$ cat src/rtl/chain_spi_framer.sv
module chain_spi_framer #(
  parameter int NDEV = 4,
  parameter int MAXLEN = 8,
  parameter int DIV = 2,
  localparam int LW = $clog2(MAXLEN + 1)
) (
  input  logic                     clk,
  input  logic                     rst_n,
  input  logic                     start,
  input  logic [1:0]               cmd,
  input  logic [5:0]               dev_id,
  input  logic [7:0]               reg_addr,
  input  logic [LW-1:0]            len,
  input  logic [8*NDEV*MAXLEN-1:0] wr_data,
  input  logic                     miso,
  output logic                     sclk,
  output logic                     cs_n,
  output logic                     mosi,
  output logic                     busy,
  output logic                     done,
  output logic                     err,
  output logic [8*MAXLEN-1:0]      rd_data
);
  localparam int BUFB = NDEV * MAXLEN;
  localparam int IW = $clog2(BUFB + NDEV + MAXLEN + 72);
  localparam int TW = $clog2(DIV + 1);

  typedef enum logic [1:0] {IDLE, LOAD, XFER, GAP} st_t;
  st_t st;
  logic [1:0] stage, c_cmd;
  logic [5:0] c_id;
  logic [7:0] c_reg, sh, rx;
  logic [LW-1:0] c_len;
  logic [8*BUFB-1:0] c_buf;
  logic [IW-1:0] idx;
  logic [2:0] bitc;
  logic [TW-1:0] tcnt;
  logic sclk_q, done_q, err_q;
  logic [8*MAXLEN-1:0] rd_q;

  wire sw = stage != 2'd1;
  wire f_rd = !sw && c_cmd == 2'd1;
  wire f_bc = !sw && c_cmd[1];
  wire f_single = sw || c_len == LW'(1);
  wire hi = c_cmd == 2'd1 && c_reg[7];
  wire [5:0] f_id = (!sw && c_cmd == 2'd3) ? 6'h3F : (!sw && c_cmd == 2'd2) ? 6'h00 : c_id;
  wire [IW-1:0] f_hs = f_single ? IW'(2) : IW'(3);
  wire [IW-1:0] f_dcnt = sw ? IW'(1) : f_rd ? IW'(0) :
                         (c_cmd == 2'd3 ? IW'(NDEV) * IW'(c_len) : IW'(c_len));
  wire [IW-1:0] f_pad = f_rd ? IW'(NDEV) + IW'(c_len) : f_bc ? IW'(NDEV - 1) : IW'(c_id) - IW'(1);
  wire [IW-1:0] f_total = f_hs + f_dcnt + f_pad;
  wire [7:0] f_regb = sw ? 8'h78 : {f_rd, c_reg[6:0]};
  wire bad = len == '0 || len > LW'(MAXLEN) || (!cmd[1] && (dev_id == 6'h00 || dev_id == 6'h3F));
  wire tick = tcnt == TW'(DIV - 1);
  wire [IW-1:0] ri = idx - (f_total - IW'(c_len));

  function automatic logic [7:0] byte_at(input logic [IW-1:0] i);
    logic [IW-1:0] di;
    di = i - f_hs;
    if (i == '0) return {f_bc, f_single, f_id};
    else if (!f_single && i == IW'(1)) return 8'(c_len);
    else if (i == f_hs - IW'(1)) return f_regb;
    else if (i < f_hs + f_dcnt) return sw ? (stage == 2'd0 ? 8'h80 : 8'h00) : 8'(c_buf >> {di, 3'b000});
    else return 8'h00;
  endfunction

  assign sclk = sclk_q;
  assign cs_n = st != XFER;
  assign mosi = sh[7];
  assign busy = st != IDLE;
  assign done = done_q;
  assign err = err_q;
  assign rd_data = rd_q;

  always_ff @(posedge clk or negedge rst_n) begin
    if (!rst_n) begin
      st <= IDLE; stage <= 2'd1; c_cmd <= '0; c_id <= '0; c_reg <= '0; c_len <= '0;
      c_buf <= '0; idx <= '0; bitc <= '0; tcnt <= '0; sclk_q <= 1'b0; sh <= '0; rx <= '0;
      done_q <= 1'b0; err_q <= 1'b0; rd_q <= '0;
    end else begin
      done_q <= 1'b0;
      err_q <= 1'b0;
      case (st)
        IDLE: if (start) begin
          if (bad) err_q <= 1'b1;
          else begin
            c_cmd <= cmd; c_id <= dev_id; c_reg <= reg_addr; c_len <= len; c_buf <= wr_data;
            stage <= (cmd == 2'd1 && reg_addr[7]) ? 2'd0 : 2'd1;
            if (cmd == 2'd1) rd_q <= '0;
            st <= LOAD;
          end
        end
        LOAD: begin
          sh <= byte_at('0); idx <= '0; bitc <= '0; tcnt <= '0; sclk_q <= 1'b0; st <= XFER;
        end
        XFER: begin
          tcnt <= tick ? '0 : tcnt + TW'(1);
          if (tick) begin
            if (!sclk_q) begin
              sclk_q <= 1'b1;
              rx <= {rx[6:0], miso};
            end else begin
              sclk_q <= 1'b0;
              if (bitc == 3'd7) begin
                if (f_rd && idx >= f_total - IW'(c_len))
                  for (int k = 0; k < MAXLEN; k++)
                    if (ri == IW'(k)) rd_q[8*k +: 8] <= rx;
                if (idx == f_total - IW'(1)) begin
                  tcnt <= '0;
                  if (hi && stage != 2'd2) begin
                    stage <= stage + 2'd1;
                    st <= GAP;
                  end else begin
                    st <= IDLE;
                    done_q <= 1'b1;
                  end
                end else begin
                  idx <= idx + IW'(1);
                  sh <= byte_at(idx + IW'(1));
                  bitc <= '0;
                end
              end else begin
                sh <= {sh[6:0], 1'b0};
                bitc <= bitc + 3'd1;
              end
            end
          end
        end
        GAP: begin
          tcnt <= tick ? '0 : tcnt + TW'(1);
          if (tick) st <= LOAD;
        end
        default: st <= IDLE;
      endcase
    end
  end

  a_r10_sclk_idle: assert property (@(posedge clk) disable iff (!rst_n) cs_n |-> !sclk);
  a_r10_mosi_hold: assert property (@(posedge clk) disable iff (!rst_n) (sclk && $past(sclk)) |-> $stable(mosi));
  a_r10_done_pulse: assert property (@(posedge clk) disable iff (!rst_n) done |=> !done);
  a_r2_err_quiet: assert property (@(posedge clk) disable iff (!rst_n) err |-> (!busy && cs_n));
  a_r3_err_not_done: assert property (@(posedge clk) disable iff (!rst_n) err |-> !done);
  a_r10_done_cs: assert property (@(posedge clk) disable iff (!rst_n) done |-> cs_n);
endmodule

$ cat config.mk
export PLATFORM = sky130hd
export DESIGN_NAME = chain_spi_framer
export DESIGN_NICKNAME = d
export VERILOG_FILES = /design/src/rtl/chain_spi_framer.sv
export SDC_FILE = /design/constraint.sdc
export NUM_CORES = 1
export LEC_CHECK = 0
export BUFFER_PORTS_ARGS = -buffer_cell sky130_fd_sc_hd__buf_2
export CAP_MARGIN = 20
export CELL_PAD_IN_SITES_DETAIL_PLACEMENT = 2
export CELL_PAD_IN_SITES_GLOBAL_PLACEMENT = 2
export CORE_MARGIN = 2
export CORE_UTILIZATION = 29
export CTS_CLUSTER_DIAMETER = 100
export DETAILED_ROUTE_END_ITERATION = 6
export PLACE_DENSITY_LB_ADDON = 0.1
export RECOVER_POWER = 50
export SLEW_MARGIN = 20
export SYNTH_ARGS = -nofsm -noshare
export SYNTH_HDL_FRONTEND = slang
export SYNTH_SLANG_ARGS = --single-unit
$ cat constraint.sdc
create_clock -name clk -period 7.9 [get_ports clk]
set_clock_uncertainty 0.1 [all_clocks]
set_input_delay 1.58 -clock clk [delete_from_list [all_inputs] [get_ports clk]]
set_output_delay 1.58 -clock clk [all_outputs]
set_load 0.03 [all_outputs]
---- Word-level counts from Yosys, hierarchy flattened ----
Cells that the tools add are included.
word-level totals
  bits in registers ....................... 375
  latch bits .............................. 0
  memory bits (writable) .................. 0
  bits in read-only memories .............. 0
  input port bits ......................... 280
  output and inout bits ................... 70
  logic and storage cells ................. 210
  memories ................................ 0
cells by class
  $add $sub $neg .......................... 13
  multiply operators ...................... 0
  div/mod/pow operators ................... 0
  $lt $le $gt $ge ......................... 3
  equality and inequality tests ........... 44
  shifts and indexed selects .............. 1
  muxes and demuxes ....................... 82
  bitwise operators ....................... 2
  reduce and logical (&&, ||, !) cells .... 42
operators with widths
  kind                count
  $mux 64             7
  $shr 256x10->8      1
  $mux 8              19
  $pmux 64 s2         1
  $reduce_and 9->1    8
  $mux 7              6
  $ne 2x2->1 const B  21
  $mux 2              20
  $mux 6              5
  $eq 7x3->1 const B  4
  $pmux 8 s2          1
  $eq 7x1->1 const B  2
  $eq 7x2->1 const B  2
  $eq 7x7->1          2
  $logic_not 7->1     2
  $pmux 7 s2          1
  $mux 1              13
  $mux 3              4
  $logic_and 1x1->1   10
  $eq 2x1->1 const B  4
  $eq 2x2->1 const B  4
  $pmux 2 s4          1
  $reduce_and 8->1    1
  $add 2x6->7         1
  36 further kinds    47

---- Longest topological paths before layout ----
  word-level depth ........................ 16
  mapped depth ............................ 29
  depth with buffers taken out ............ 26

---- Worst setup path before layout ----
OpenSTA, ideal clock, no wires.
  path type ............................... register to register
  start point ............................. register stage[0]
  end point ............................... register rd_q[37] (netlist: rd_data[37])
  setup time .............................. 122 ps
  data arrival time ....................... 5356 ps
  required time ........................... 7678 ps
  slack ................................... 2322 ps
  cell stages (with the launch flop) ...... 29
  buffers on the path ..................... 4
  clock period less this slack ............ 5578 ps
  cell sequence ........................... dfstp_2 ha_1 buf_2 clkbuf_1 nand2_1 inv_1 ha_1 inv_1 and2_1 xnor2_1 ha_1 and3_1 or3_1 and2_4 ha_1 o21ai_0 nand2b_1 nor3_1 xnor2_1 ha_1 nand2b_1 nor2_1 nor3b_1 o221ai_1 a21oi_1 and3_1 clkbuf_1 buf_2 a32o_1
on the way
  word-level cells in the longest chain between the ends .. 12
  elaborated cells on any way between the ends .. 20
  classes of those cells .................. 4 x add/sub; 1 x order compare; 4 x eq/ne; 5 x mux; 6 x reduce/logical
RTL lines
  what                                                    RTL line  text
  from (decl)                                             30        logic [1:0] stage, c_cmd;
  from (signal assigned)                                  88        stage <= (cmd == 2'd1 && reg_addr[7]) ? 2'd0 : 2'd1;
  from (signal assigned)                                  111       stage <= stage + 2'd1;
  $ne 2x1->1 *                                            41        wire sw = stage != 2'd1;
  $logic_not 1->1                                         42, 43
  $logic_and 1x1->1                                       42        wire f_rd = !sw && c_cmd == 2'd1;
  $mux 6 (2 in series)                                    48        wire [IW-1:0] f_dcnt = sw ? IW'(1) : f_rd ? IW'(0) :
  $add 2x6->7                                             51        wire [IW-1:0] f_total = f_hs + f_dcnt + f_pad;
  $add 7x7->7                                             51
  $sub 7x4->7                                             55, 105
  $sub 7x7->7 / $ge 7x7->1 (equally long branches)        55, 105
  $eq 7x3->1 / $logic_and 1x1->1 (equally long branches)  107, 105
  $ne 2x2->1 (no line)                                    n/a
  $reduce_and 9->1 (no line) *                            n/a
  to (signal, indexed assignment)                         107       if (ri == IW'(k)) rd_q[8*k +: 8] <= rx;
  to (decl)                                               39        logic [8*MAXLEN-1:0] rd_q;
Mark *: on every way between the ends. The rest lies on a longest branch, timed or not.
A chain may end at the register's enable or synchronous reset.

---- Worst setup path after layout ----
  start point ............................. register stage[0]
  end point ............................... register rd_q[39] (netlist: rd_data[39])
Same word-level chain as after synthesis.

==> impl_metrics.toml <==
[drt]
drc = 0
wl_per_cell_um = 23.83
first_iter_violations = 479
vias = 13370
finalWirelength_um = 63060
dr.pass1.iters = 5
viasPerCell = 5.052
ant_nets = 0

[die]
rows = 93
io_pins = 350
start_util_pct = 29.36
core-area_sq_um = 64460
fp.dieW_um = 259.5
fp.dieH_um = 259.5
die-area_sq_um = 67330

[timing]
fmax_mhz = 142.5
setup_violations = 0
period_share_pct = 88.85
worstMarginPinSlew_ns = 5.309
drv_slew = 123
period_needed_ns = 7.019
final_hold_viol_count = 0
grt_setup_unrepaired = "false"
fin_tns_setup_ns = 0
relSlewSlack_pct = -254.0

[synthesis]
synth_compound_area_share_pct = 9.518
synth_area_leader_cell = "dfrtp_1"
synth_cells = 1423
syn-num-nets = 1747
syn_avg_cell_area_sq_um = 13.30
yosysWarnings = 0
ys_types = 80
synth_fa_ha_area_share_pct = 3.027
ys_ff_latch = 375
synth_top_area_share_pct = 49.44
async_reset_ff_share_pct = 100.0
synthMuxAreaShare_pct = 27.50
yosys.area_share.simple_pct = 5.546
synth_edf_count = 0
synth_xor_area_share_pct = 1.937
synthFlopType = "dfrtp_1"
synth_top_family_by_area = "multiplexers"
synthTopCellsByArea = "dfrtp_1 (49%), mux2_2 (17%), mux4_2 (7.7%)"
yosysSeqAreaShare_pct = 49.58
netlist_area_sq_um = 18930

[layout]
final_cell_mix = "dfrtp_1 (374), buf_2 (324), mux2_2 (292)"
final_util_pct = 35.98
largest_register_ffs = 256
area_delta_synth_final_pct = 22.52
drive_gt1_share_pct = 44.53
nets = 2067
largest-register = "c_buf"
fillers = 6736
final_common_cell = "dfrtp_1"

[critical_path]
crit_required_ns = 8.31
criticalPathCategory = "reg -> reg"
cp-end-kind = "flop"
path_max_fanout = 17
start_kind = "flop"
critPathArrivalTime_ns = 7.43

[outcome]
outcome = "finished, violations left"
violations = "max-capacitance violations, max-slew violations"

[cts]
cts_made_buffers = 47
tritoncts = "yes"
clk_pin_slew_ns = 0.06
clk_path_buf_depth = 3
cts_root_buffer = "clkbuf_16"
clk_latency_ns = 0.60
cts_sinks = 375
cts_setup_buffers = 0
h-tree-depth = 2
cts.repair.resized = 0
cts_hold_buf = 0

[global_route]
overflow = 0
grt_max_degree = 160
antenna_found_initial = 37
grt_pass1_vias = 15130
grt_pass1_wl_um = 95850
track_usage_pct = 18.87

[placement]
hpwlAfterDp_um = 45960
place_congestion = 0.8014
port_buffers = 349

[pwr]
power.leakage_nw = 11.23
p_per_area_nw_per_um2 = 185.6
ir_worst_vdd_mv = 0.1388

[job]
maxCapViolCount = 2

[hold_path]
hp-class = "reg -> reg"
[cell type report]
class                      instances  area (sq um)  share of cell area [%]
antenna                           10         25.02                  0.1079
multi-input combinational        913          9050                   39.02
tap                              855          1070                   4.613
clock inverter                    15         222.7                  0.9603
timing repair buffer             365          1866                   8.044
sequential                       375          9385                   40.47
clock buffer                      72          1420                   6.123
inverter                          41         153.9                  0.6636
[stage by stage]
| step | setup slack [ns] | std cells | hold WS (ns) | area [sq um] | power (W) |
|---|---|---|---|---|---|
| after CTS | 0.9860 | 2636 | 0.3909 | 23220 | 0.004399 |
| after floorplan | 2.322 | 1423 | 0.3473 | 18930 | 0.001971 |
| after global routing | 0.3678 | 2640 | 0.4074 | 23180 | 0.004487 |
| after global placement | 1.313 | 2549 | 0.3672 | 21570 | 0.002092 |
| final | 0.8811 | 2646 | 0.3811 | 23190 | 0.004305 |
| after detailed placement | 1.025 | 2549 | 0.3763 | 21570 | 0.002095 |
[Yosys cell counts, drive strengths merged (4+ instances only)]
cell,number
nor3,5
a2bb2oi,5
a221oi,4
inv,41
a21boi,5
o21ai,43
buf,41
nor2,31
a2111oi,4
o21a,5
or3,4
nand3,23
nand2b,9
o211ai,5
a31oi,8
mux2i,43
nor4,5
clkbuf,53
ha,41
nand2,56
dfrtp,374
nand3b,6
a211oi,12
mux2,294
and2,16
a21oi,29
xor2,12
and3,8
mux4,65
nor3b,8
o2111ai,4
nor2b,13
o31ai,5
nand4,4
a21o,6
a32o,65
xnor2,23
a22oi,4
[critical path, stage by stage, from the launching register on]
cell	delay (ns)
dfstp_2	0.57
ha_1	0.55
inv_1	0.31
nor2_1	0.42
a22oi_1	0.17
ha_1	0.25
fa_1	0.47
xnor2_1	0.42
inv_1	0.09
ha_1	0.33
nor2b_1	0.14
o21ai_0	0.19
nand2b_1	0.13
nor3_1	0.25
xnor2_1	0.10
ha_1	0.38
nand2b_1	0.11
nor2_1	0.12
nor3b_1	0.06
o221ai_1	0.64
a211oi_1	0.10
o21ai_0	0.82
a32o_1	0.23
[kinds of logic (layout without fill, tap and decap cells)]
family,Yosys count,after routing
xor gates and xnor gates,37,37
muxes,402,402
AOI/OAI and AO/OA,231,231
buffers and inverters,135,493
and+or+nand+nor,199,199
adders and majority gates,44,44
other,0,10
DFF,375,375
[worst paths after layout]
kind,depth (start not counted),slack [ns],startpoint,end
worst max-delay path,22,0.88,stage[0]$_DFFE_PN1P_,rd_data[39]$_DFFE_PN0P_
worst min-delay path,2,0.38,sh[0]$_DFFE_PN0P_,sh[0]$_DFFE_PN0P_
worst max register to register,22,0.88,stage[0]$_DFFE_PN1P_,rd_data[39]$_DFFE_PN0P_
worst min register to register,2,0.38,sh[0]$_DFFE_PN0P_,sh[0]$_DFFE_PN0P_
max in group asynchronous,1,1.88,rst_n,c_buf[181]$_DFFE_PN0P_
min in group asynchronous,1,2.83,rst_n,c_buf[105]$_DFFE_PN0P_
[power by group]
group,switching (W),leakage (nW),internal (W),total [W]
combinational,0.0000742,5.24,0.0000555,0.000130
sequential,0.00000125,5.18,0.00192,0.00193
clock,0.000876,0.811,0.00137,0.00225
[metal layers]
layer	GRT usage, %	routed length, um	up-vias
met1	22.85	26050	6933
met5	0	327	-
met4	4.246	1122	52
met3	5.907	3998	123
li1	-	-	6001
met2	32.73	31570	258
(Power assumes the default switching activity.)
